## config.mk

```make
export PLATFORM = sky130hd
export DESIGN_NAME = sram_lane_ctrl
export DESIGN_NICKNAME = d
export VERILOG_FILES = /design/src/rtl/sram_lane_pkg.sv /design/src/rtl/sram_lane_pwrup.sv /design/src/rtl/sram_lane_seq.sv /design/src/rtl/sram_lane_path.sv /design/src/rtl/sram_lane_ctrl.sv
export SDC_FILE = /design/constraint.sdc
export NUM_CORES = 1
export LEC_CHECK = 0
export ABC_CLOCK_PERIOD_IN_PS = 1500
export CAP_MARGIN = 0
export CORE_ASPECT_RATIO = 0.9
export CORE_MARGIN = 4
export CORE_UTILIZATION = 35
export CTS_BUF_LIST = sky130_fd_sc_hd__clkbuf_16
export DETAILED_ROUTE_END_ITERATION = 7
export DONT_BUFFER_PORTS = 1
export HOLD_SLACK_MARGIN = 0.03
export PLACE_DENSITY = 0.59
export SLEW_MARGIN = 20
export SYNTH_ARGS = -nofsm -noshare
export SYNTH_HDL_FRONTEND = slang
export SYNTH_SLANG_ARGS = --single-unit
```

## constraint.sdc

```tcl
create_clock -name clk -period 1.5 [get_ports clk]
set_clock_uncertainty 0.05 [all_clocks]
set_input_delay 0.45 -clock clk [delete_from_list [all_inputs] [get_ports clk]]
set_output_delay 0.45 -clock clk [all_outputs]
set_load 0.05 [all_outputs]
```

## src/rtl/sram_lane_pkg.sv

```systemverilog
package sram_lane_pkg;

  typedef enum logic [2:0] {
    ST_BOOT,
    ST_IDLE,
    ST_WSET,
    ST_WREL,
    ST_WDRV,
    ST_WEND,
    ST_RACC,
    ST_RTURN
  } phase_e;

  typedef struct packed {
    logic ce_n;
    logic we_n;
    logic oe_n;
    logic lanes_on;
    logic drive;
  } pin_ctl_t;

  // Whole cycles covering a time in ns, never below one cycle.
  function automatic int unsigned ns_to_cyc(input int unsigned ns, input int unsigned clk_ns);
    int unsigned c;
    c = (ns + clk_ns - 1) / clk_ns;
    if (c == 0) c = 1;
    return c;
  endfunction

  function automatic int unsigned umax(input int unsigned a, input int unsigned b);
    return (a > b) ? a : b;
  endfunction

  // Pin levels held during each phase.
  function automatic pin_ctl_t phase_pins(input phase_e ph);
    pin_ctl_t p;
    p = '{ce_n: 1'b1, we_n: 1'b1, oe_n: 1'b1, lanes_on: 1'b0, drive: 1'b0};
    case (ph)
      ST_WSET: begin p.ce_n = 1'b0; p.lanes_on = 1'b1; end
      ST_WREL: begin p.ce_n = 1'b0; p.we_n = 1'b0; p.lanes_on = 1'b1; end
      ST_WDRV: begin p.ce_n = 1'b0; p.we_n = 1'b0; p.lanes_on = 1'b1; p.drive = 1'b1; end
      ST_WEND: begin p.ce_n = 1'b0; p.lanes_on = 1'b1; p.drive = 1'b1; end
      ST_RACC: begin p.ce_n = 1'b0; p.oe_n = 1'b0; p.lanes_on = 1'b1; end
      default: ;
    endcase
    return p;
  endfunction

endpackage

```

## src/rtl/sram_lane_pwrup.sv

```systemverilog
module sram_lane_pwrup #(
  parameter int unsigned PWR_CYC = 20000
) (
  input  logic clk,
  input  logic rst_n,
  output logic boot_done
);
  localparam int unsigned CW = (PWR_CYC > 1) ? $clog2(PWR_CYC) : 1;
  localparam logic [CW-1:0] LAST = CW'(PWR_CYC - 1);

  logic [CW-1:0] wait_q;

  // Counts edges from reset release and holds at the last value.
  always_ff @(posedge clk or negedge rst_n) begin
    if (!rst_n) begin
      wait_q <= '0;
    end else if (wait_q != LAST) begin
      wait_q <= wait_q + 1'b1;
    end
  end

  assign boot_done = (wait_q == LAST);
endmodule

```

## src/rtl/sram_lane_seq.sv

```systemverilog
module sram_lane_seq
  import sram_lane_pkg::*;
#(
  parameter int unsigned SETUP_CYC = 1,
  parameter int unsigned REL_CYC   = 1,
  parameter int unsigned DRV_CYC   = 1,
  parameter int unsigned READ_CYC  = 2,
  parameter int unsigned TURN_CYC  = 1
) (
  input  logic   clk,
  input  logic   rst_n,
  input  logic   boot_done,
  input  logic   req_valid,
  input  logic   req_write,
  output phase_e phase_q,
  output phase_e phase_nx,
  output logic   acc_fire,
  output logic   rd_capture
);
  localparam int unsigned LONGEST =
    umax(umax(SETUP_CYC, REL_CYC), umax(umax(DRV_CYC, READ_CYC), TURN_CYC));
  localparam int unsigned CNT_W = (LONGEST > 1) ? $clog2(LONGEST) : 1;

  logic [CNT_W-1:0] left_q;
  logic             phase_last;

  // Cycles left in a phase once it has begun.
  function automatic logic [CNT_W-1:0] span(input phase_e p);
    case (p)
      ST_WSET:  return CNT_W'(SETUP_CYC - 1);
      ST_WREL:  return CNT_W'(REL_CYC - 1);
      ST_WDRV:  return CNT_W'(DRV_CYC - 1);
      ST_RACC:  return CNT_W'(READ_CYC - 1);
      ST_RTURN: return CNT_W'(TURN_CYC - 1);
      default:  return '0;
    endcase
  endfunction

  assign phase_last = (left_q == '0);
  assign acc_fire   = (phase_q == ST_IDLE) && req_valid;
  assign rd_capture = (phase_q == ST_RACC) && phase_last;

  always_comb begin
    phase_nx = phase_q;
    case (phase_q)
      ST_BOOT:  if (boot_done) phase_nx = ST_IDLE;
      ST_IDLE:  if (req_valid) phase_nx = req_write ? ST_WSET : ST_RACC;
      ST_WSET:  if (phase_last) phase_nx = ST_WREL;
      ST_WREL:  if (phase_last) phase_nx = ST_WDRV;
      ST_WDRV:  if (phase_last) phase_nx = ST_WEND;
      ST_WEND:  phase_nx = ST_IDLE;
      ST_RACC:  if (phase_last) phase_nx = ST_RTURN;
      ST_RTURN: if (phase_last) phase_nx = ST_IDLE;
      default:  phase_nx = ST_IDLE;
    endcase
  end

  always_ff @(posedge clk or negedge rst_n) begin
    if (!rst_n) begin
      phase_q <= ST_BOOT;
      left_q  <= '0;
    end else begin
      phase_q <= phase_nx;
      if (phase_nx != phase_q) begin
        left_q <= span(phase_nx);
      end else if (!phase_last) begin
        left_q <= left_q - 1'b1;
      end
    end
  end
endmodule

```

## src/rtl/sram_lane_path.sv

```systemverilog
module sram_lane_path
  import sram_lane_pkg::*;
#(
  parameter int unsigned ADDR_W = 18,
  parameter int unsigned DATA_W = 16,
  parameter int unsigned LANES  = DATA_W / 8
) (
  input  logic              clk,
  input  logic              rst_n,
  input  phase_e            phase_nx,
  input  logic              acc_fire,
  input  logic              rd_capture,
  input  logic [ADDR_W-1:0] req_addr,
  input  logic [DATA_W-1:0] req_wdata,
  input  logic [LANES-1:0]  req_mask,
  output logic              rsp_valid,
  output logic [DATA_W-1:0] rsp_rdata,
  output logic [ADDR_W-1:0] mem_addr,
  output logic              mem_ce_n,
  output logic              mem_we_n,
  output logic              mem_oe_n,
  output logic [LANES-1:0]  mem_be_n,
  output logic [DATA_W-1:0] mem_dq_out,
  output logic              mem_dq_oe,
  input  logic [DATA_W-1:0] mem_dq_in
);
  logic [LANES-1:0]  mask_q;
  logic [LANES-1:0]  mask_nx;
  logic [DATA_W-1:0] lane_bits;
  pin_ctl_t          pins_nx;

  assign mask_nx = acc_fire ? req_mask : mask_q;
  assign pins_nx = phase_pins(phase_nx);

  // Spread each lane's mask bit across its byte.
  for (genvar g = 0; g < LANES; g++) begin : g_lane
    assign lane_bits[g*8 +: 8] = {8{mask_q[g]}};
  end

  always_ff @(posedge clk or negedge rst_n) begin
    if (!rst_n) begin
      mask_q     <= '0;
      mem_addr   <= '0;
      mem_dq_out <= '0;
      mem_ce_n   <= 1'b1;
      mem_we_n   <= 1'b1;
      mem_oe_n   <= 1'b1;
      mem_be_n   <= '1;
      mem_dq_oe  <= 1'b0;
      rsp_valid  <= 1'b0;
      rsp_rdata  <= '0;
    end else begin
      if (acc_fire) begin
        mask_q     <= req_mask;
        mem_addr   <= req_addr;
        mem_dq_out <= req_wdata;
      end
      mem_ce_n  <= pins_nx.ce_n;
      mem_we_n  <= pins_nx.we_n;
      mem_oe_n  <= pins_nx.oe_n;
      mem_be_n  <= pins_nx.lanes_on ? ~mask_nx : '1;
      mem_dq_oe <= pins_nx.drive;
      rsp_valid <= rd_capture;
      if (rd_capture) begin
        rsp_rdata <= mem_dq_in & lane_bits;
      end
    end
  end
endmodule

```

## src/rtl/sram_lane_ctrl.sv

```systemverilog
module sram_lane_ctrl
  import sram_lane_pkg::*;
#(
  parameter int unsigned ADDR_W    = 18,
  parameter int unsigned DATA_W    = 16,
  parameter int unsigned CLK_NS    = 5,
  parameter int unsigned T_AS_NS   = 0,
  parameter int unsigned T_PWE_NS  = 7,
  parameter int unsigned T_SD_NS   = 5,
  parameter int unsigned T_HZWE_NS = 5,
  parameter int unsigned T_AA_NS   = 10,
  parameter int unsigned T_DOE_NS  = 5,
  parameter int unsigned T_HZOE_NS = 5,
  parameter int unsigned T_PWR_NS  = 100000,
  localparam int unsigned LANES    = DATA_W / 8
) (
  input  logic              clk,
  input  logic              rst_n,
  input  logic              req_valid,
  output logic              req_ready,
  input  logic              req_write,
  input  logic [ADDR_W-1:0] req_addr,
  input  logic [DATA_W-1:0] req_wdata,
  input  logic [LANES-1:0]  req_mask,
  output logic              rsp_valid,
  output logic [DATA_W-1:0] rsp_rdata,
  output logic [ADDR_W-1:0] mem_addr,
  output logic              mem_ce_n,
  output logic              mem_we_n,
  output logic              mem_oe_n,
  output logic [LANES-1:0]  mem_be_n,
  output logic [DATA_W-1:0] mem_dq_out,
  output logic              mem_dq_oe,
  input  logic [DATA_W-1:0] mem_dq_in
);
  localparam int unsigned SETUP_CYC = ns_to_cyc(T_AS_NS, CLK_NS);
  localparam int unsigned REL_CYC   = ns_to_cyc(T_HZWE_NS, CLK_NS);
  localparam int unsigned PULSE_CYC = umax(ns_to_cyc(T_PWE_NS, CLK_NS),
                                           REL_CYC + ns_to_cyc(T_SD_NS, CLK_NS));
  localparam int unsigned DRV_CYC   = PULSE_CYC - REL_CYC;
  localparam int unsigned READ_CYC  = ns_to_cyc(umax(T_AA_NS, T_DOE_NS), CLK_NS);
  localparam int unsigned TURN_CYC  = ns_to_cyc(T_HZOE_NS, CLK_NS);
  localparam int unsigned PWR_CYC   = ns_to_cyc(T_PWR_NS, CLK_NS);

  // Internal events, named for the checker.
  logic   boot_done;
  logic   acc_fire;
  logic   rd_capture;
  phase_e phase_q;
  phase_e phase_nx;

  sram_lane_pwrup #(.PWR_CYC(PWR_CYC)) pwrup_i (
    .clk       (clk),
    .rst_n     (rst_n),
    .boot_done (boot_done)
  );

  sram_lane_seq #(
    .SETUP_CYC (SETUP_CYC),
    .REL_CYC   (REL_CYC),
    .DRV_CYC   (DRV_CYC),
    .READ_CYC  (READ_CYC),
    .TURN_CYC  (TURN_CYC)
  ) seq_i (
    .clk        (clk),
    .rst_n      (rst_n),
    .boot_done  (boot_done),
    .req_valid  (req_valid),
    .req_write  (req_write),
    .phase_q    (phase_q),
    .phase_nx   (phase_nx),
    .acc_fire   (acc_fire),
    .rd_capture (rd_capture)
  );

  sram_lane_path #(
    .ADDR_W (ADDR_W),
    .DATA_W (DATA_W),
    .LANES  (LANES)
  ) path_i (
    .clk        (clk),
    .rst_n      (rst_n),
    .phase_nx   (phase_nx),
    .acc_fire   (acc_fire),
    .rd_capture (rd_capture),
    .req_addr   (req_addr),
    .req_wdata  (req_wdata),
    .req_mask   (req_mask),
    .rsp_valid  (rsp_valid),
    .rsp_rdata  (rsp_rdata),
    .mem_addr   (mem_addr),
    .mem_ce_n   (mem_ce_n),
    .mem_we_n   (mem_we_n),
    .mem_oe_n   (mem_oe_n),
    .mem_be_n   (mem_be_n),
    .mem_dq_out (mem_dq_out),
    .mem_dq_oe  (mem_dq_oe),
    .mem_dq_in  (mem_dq_in)
  );

  assign req_ready = (phase_q == ST_IDLE);
endmodule

```

# Word-level counts from Yosys, hierarchy flattened
# Cells that the tools add are included.
word_totals:
  out_inout_bits: 58
  regBits: 78
  input_bits: 56
op_classes:
  n_eq_ne: 15
  addsub: 2
  bitwise_logic: 3
  reduce_logical: 6
  n_mux: 19
ops:
  columns: ["cell", "count"]
  rows:
  - ["$mux W3", 8]
  - ["$pmux W3 S8", 1]
  - ["$eq A3 B3 Y1 const B", 7]
  - ["$and A16 B16 Y16", 1]
  - ["$add A15 B1 Y15 const B", 1]
  - ["$eq A15 B15 Y1 const B", 1]
  - ["$ne A15 B15 Y1 const B", 1]
  - ["$eq A3 B2 Y1 const B", 4]
  - ["$mux W1", 8]
  - ["$reduce_or A5 Y1", 1]
  - ["$mux W2", 2]
  - ["$reduce_or A2 Y1", 2]
  - ["$eq A3 B1 Y1 const B", 1]
  - ["$logic_not A3 Y1", 1]
  - ["$ne A3 B3 Y1", 1]
  - ["$logic_and A1 B1 Y1", 2]
  - ["$not A2 Y2", 1]
  - ["$not A1 Y1", 1]
  - ["$sub A1 B1 Y1 const B", 1]

# Logic depth before layout (Yosys ltp)
depth:
  ltp_word: 7
  ltp_mapped: 7
  depth_no_buf: 5

# Hierarchy
# A second synthesis with hierarchy kept.
unflattened:
  hier_cells: 248
  hier_area_um2: 3334.4
by_module_without_submodules:
  columns: ["mod", "cells_each", "area_each_um2", "seq_area_each_um2", "n_inst"]
  rows:
  - ["sram_lane_path", 161, 2377.3, 1482.7, 1]
  - ["sram_lane_pwrup", 65, 726.9, 375.4, 1]
  - ["sram_lane_seq", 21, 217.7, 100.1, 1]
  - ["sram_lane_ctrl", 1, 12.5, 0.0, 1]

# Worst setup path after synthesis
# No wires, ideal clock.
synth_timing:
  path_kind: "flip-flop to flip-flop"
  startpoint: "register pwrup_i.wait_q[0]"
  endpoint: "register pwrup_i.wait_q[9]"
  stages_incl_launch_ff: 7
  setup_slack_ns: -0.113
  required_ns: 1.327
  setup_time_ns: 0.123
  period_less_slack_ns: 1.613
  path_buffers: 1
  arrival_ns: 1.440
  path_cell_list: "dfrtp_1 -> ha_1 -> and3_1 -> buf_6 -> a41oi_2 -> nand4_1 -> xnor2_1"
synth_via:
  elab_chain_len: 1
  word_cells_on_any_way: 2
synth_lines:
  columns: ["item", "line", "text"]
  rows:
  - ["start, declared", "sram_lane_pwrup.sv:11", "logic [CW-1:0] wait_q;"]
  - ["start signal, assigned", "sram_lane_pwrup.sv:18", "wait_q <= wait_q + 1'b1;"]
  - ["$add A15 B1 Y15 / $ne A15 B15 Y1 (equally long branches)", "sram_lane_pwrup.sv:18, sram_lane_pwrup.sv:17", null]
# Several ways; a longest one is shown, not always the timed one.
# A chain may end at the register's enable or synchronous reset.

# Worst setup path in the final report
layout_timing:
  startpoint: "register seq_i.phase_q[2]"
  endpoint: "output port req_ready"
layout_via:
  elab_chain_len: 1
layout_lines:
  columns: ["item", "line", "text"]
  rows:
  - ["start, declared", "sram_lane_seq.sv:15", "output phase_e phase_q,"]
  - ["start signal, assigned", "sram_lane_seq.sv:63", "phase_q <= phase_nx;"]
  - ["$eq A3 B1 Y1", "sram_lane_ctrl.sv:101", "assign req_ready = (phase_q == ST_IDLE);"]
  - ["end, declared", "sram_lane_ctrl.sv:20", "output logic req_ready,"]
# Every way passes these cells.

==> metrics <==
outcome=finished, violations left; failing checks=negative hold slack, negative setup slack; total CTS buffers=9; Cells after Synth=245; Storage cell area=1980 um2; largest net degree at the start of global routing=79; Worst setup SP type=register; Clk pwr share=19.4%; Logic pwr share=21.9%; placed instance count=379; flop2flop setup slack=-100 ps; CP peak stage delay=390 ps; Worst-Margin Slew=493 ps; register share of total power=58.7%; die span in y=98.2 um; crit path max fanout=2; via count=1951; CTS clk-pin slew, worst paths=60 ps; CP Depth=3; initial core utilization=36.4%; Die X=108 um; Async S/R FF share, synth=100%; crit path cell chain=buf_6 -> nor2_4 -> and2_4; Crit. End Element=output port; Post-DP Area=3620 um2; IO Count=114; GRT Total Usage=13.2%; pwr dens=2590 nW/um2; flops & latches, synth=78; Post-synth EDFFs=0; WL/cell=17.7 um; Die Footprint=10600 um2; DRC errors left=0; Synth area leader=dfrtp_1; WHS=-233 ps; switching share of power=46.7%; Critical Path AT=1170 ps; fmax=598 MHz; WL final=7120 um; antenna cell count=0; Final Max Tran Viols=0; Via-to-Cell Ratio=4.85; first-pass GRT wire length=10800 um; Std-Cell Rows=32; Yosys top cell area share=57.8%; CTS tree=built; final hold viol count=78; IO buf count=0; GRT overflow=0; sequential-to-total area share from yosys stat=61.9%; core area=8690 um2; Root Buffer=clkbuf_16; Synthesized Nets=302; placer congestion estimate=0.797; Max Cap Viol=0; unrepaired setup endpoints after global routing=true; Multi-input gate area=1330 um2; Antenna Nets Post-Route=0; top cell family by delay on the critical path=flip-flops; NumNets Final=335; post-synthesis cell type count=38; worst skew pair latency=320 ps; Worst Path Buf+Inv=1; Worst Setup EP=req_ready; synthesis-to-finish area growth=30.4%; YS warnings=0; CP max stage cell=dfrtp_1; count of clock tree sinks=78; Initial DRT Pass Iterations=4; final core utilization=47.4%; Worst Path Required=1000 ps; Pleak=1.84 nW; Iteration-0 DRC Markers=83; Int Power=0.00569 W; initial antenna violation count=0; Mean Syn Cell Area=12.9 um2; final instance area=4120 um2; FILL cells=784; Psw=0.00498 W; Peak supply drop=1130 uV; R2R depth=3; final setup vio count=20; Tcrit/Tclk final=112%; layout cell share with drive strength beyond 1=45.6%; DP Wirelength=4760 um; Slew HR=67.1%; Mapped Area=3160 um2; Final min period=1670 ps; Max clock buf depth=2; Finished Layout Cells=402; dominant cells by area after synthesis=dfrtp_1 58%, mux2_2 13%, nand2_1 4.5%, dfstp_2 4.2%, xnor2_1 3.3%; vias in the first global route=2071; htree depth=3; Min-Delay Path Class=input port to async pin; ys flop type=dfrtp_1; worst setup path class=register to output port; CP Launch Point=seq_i.phase_q[2]; capturing point of the worst reg2reg path=path_i.mem_addr[17]; worst r2r src=seq_i.phase_q[2]; Final WS setup=-174 ps; Place WS=-27.8 ps
-- layout by cell type (no fill, tap or decap), types with 2 or more instances in the layout --
master	n
dfrtp_1	54
nand2_1	37
mux2_4	30
buf_4	21
dfrtp_2	19
xnor2_1	11
o21ai_1	10
clkbuf_16	10
nand3_1	8
buf_6	8
mux2_2	7
o21ai_0	6
dfstp_2	5
inv_1	4
nand2b_1	3
and3_1	3
and4_1	3
nand4_1	3
buf_12	3
nor3_1	2
nand2b_4	2
a21oi_2	2
xor2_1	2
clkinv_2	2
-- logic make-up (layout without fill, tap and decap cells) --
kind of cell | Yosys count | count (layout) | synth area share (%)
mux | 38 | 38 | 13.5
compound gates | 26 | 26 | 5.38
xor+xnor | 14 | 14 | 3.88
fa+ha+maj | 1 | 1 | 0.396
flops | 78 | 78 | 61.9
buf+inv | 14 | 52 | 2.33
simple gates | 74 | 74 | 12.6
-- timing repair --
action,in CTS,in global routing
hold endpoints to repair,78,78
gates resized for setup,8,44
endpoints found under the setup margin,19,67
setup buffers,2,2
pin swaps,3,6
gates cloned,1,2
-- worst min-delay path by stage --
stage / end / cells past startpoint
6_report: pwrup_i.wait_q[6] / 0
5_1_grt: path_i.mem_dq_out[3] / 0
4_1_cts: path_i.mem_dq_out[2] / 0
3_5_place_dp: pwrup_i.wait_q[6] / 0
3_3_place_gp: pwrup_i.wait_q[6] / 0
2_1_floorplan: path_i.mask_q[0] / 0
-- power groups by stage --
stage | clock network [W] | logic, W | registers (W)
finish | 0.00207 | 0.00234 | 0.00626
CTS | 0.00214 | 0.00219 | 0.00623
floorplan | 0 | 0.00179 | 0.00598
global placement | 0 | 0.00198 | 0.00623
detailed placement | 0 | 0.00203 | 0.00625
global route | 0.00225 | 0.00257 | 0.00637
-- through the flow --
step	total power [W]	TNS [ps]
after floorplan	0.00777	-252
after global placement	0.00821	-20.3
after detailed placement	0.00828	-151
after CTS	0.0106	-1600
after global routing	0.0112	-2580
final	0.0107	-1390
-- worst reg2reg max path, stage by stage, from the launching register on --
cell       delay (ps)
dfrtp_1           390
and4bb_2          410
bufbuf_16         340
mux2_4            300
-- routing by layer --
metal / vias up / GRT usage [%] / wire, um
met2: 66 / 20.5 / 3480
met4: 0 / 5.53 / 120
met1: 970 / 15.9 / 2790
li1: 905 / - / -
met5: - / 0 / 0
met3: 10 / 6.21 / 724
-- cell type report --
cell class	instances	share of cell area, %
multi-input cells	153	32.4
repair buffers	34	8.86
inverters	2	0.182
clock inverters	7	1.43
clock buffers	9	5.46
well taps	119	3.61
flip-flops and latches	78	48.1
-- cell usage after synthesis, types with 2 or more instances --
master / n
nand3_1: 8
o21ai_0: 16
nand4_1: 3
clkbuf_1: 6
and3_1: 4
nor3b_1: 2
nor3_1: 2
buf_2: 2
xor2_1: 2
buf_4: 3
nand2_1: 38
xnor2_1: 12
inv_1: 2
dfrtp_1: 73
a21oi_1: 3
nand2b_1: 5
dfstp_2: 5
mux2_2: 37
and4_1: 3
-- flip-flops by register name, summed over array words and instances, names as in the netlist, 2 cells and up --
name / count
path_i.mem_addr: 18
path_i.mem_dq_out: 16
path_i.rsp_rdata: 16
pwrup_i.wait_q: 15
seq_i.phase_q: 3
path_i.mask_q: 2
path_i.mem_be_n: 2
No activity file was read; power rests on OpenSTA's default activity.
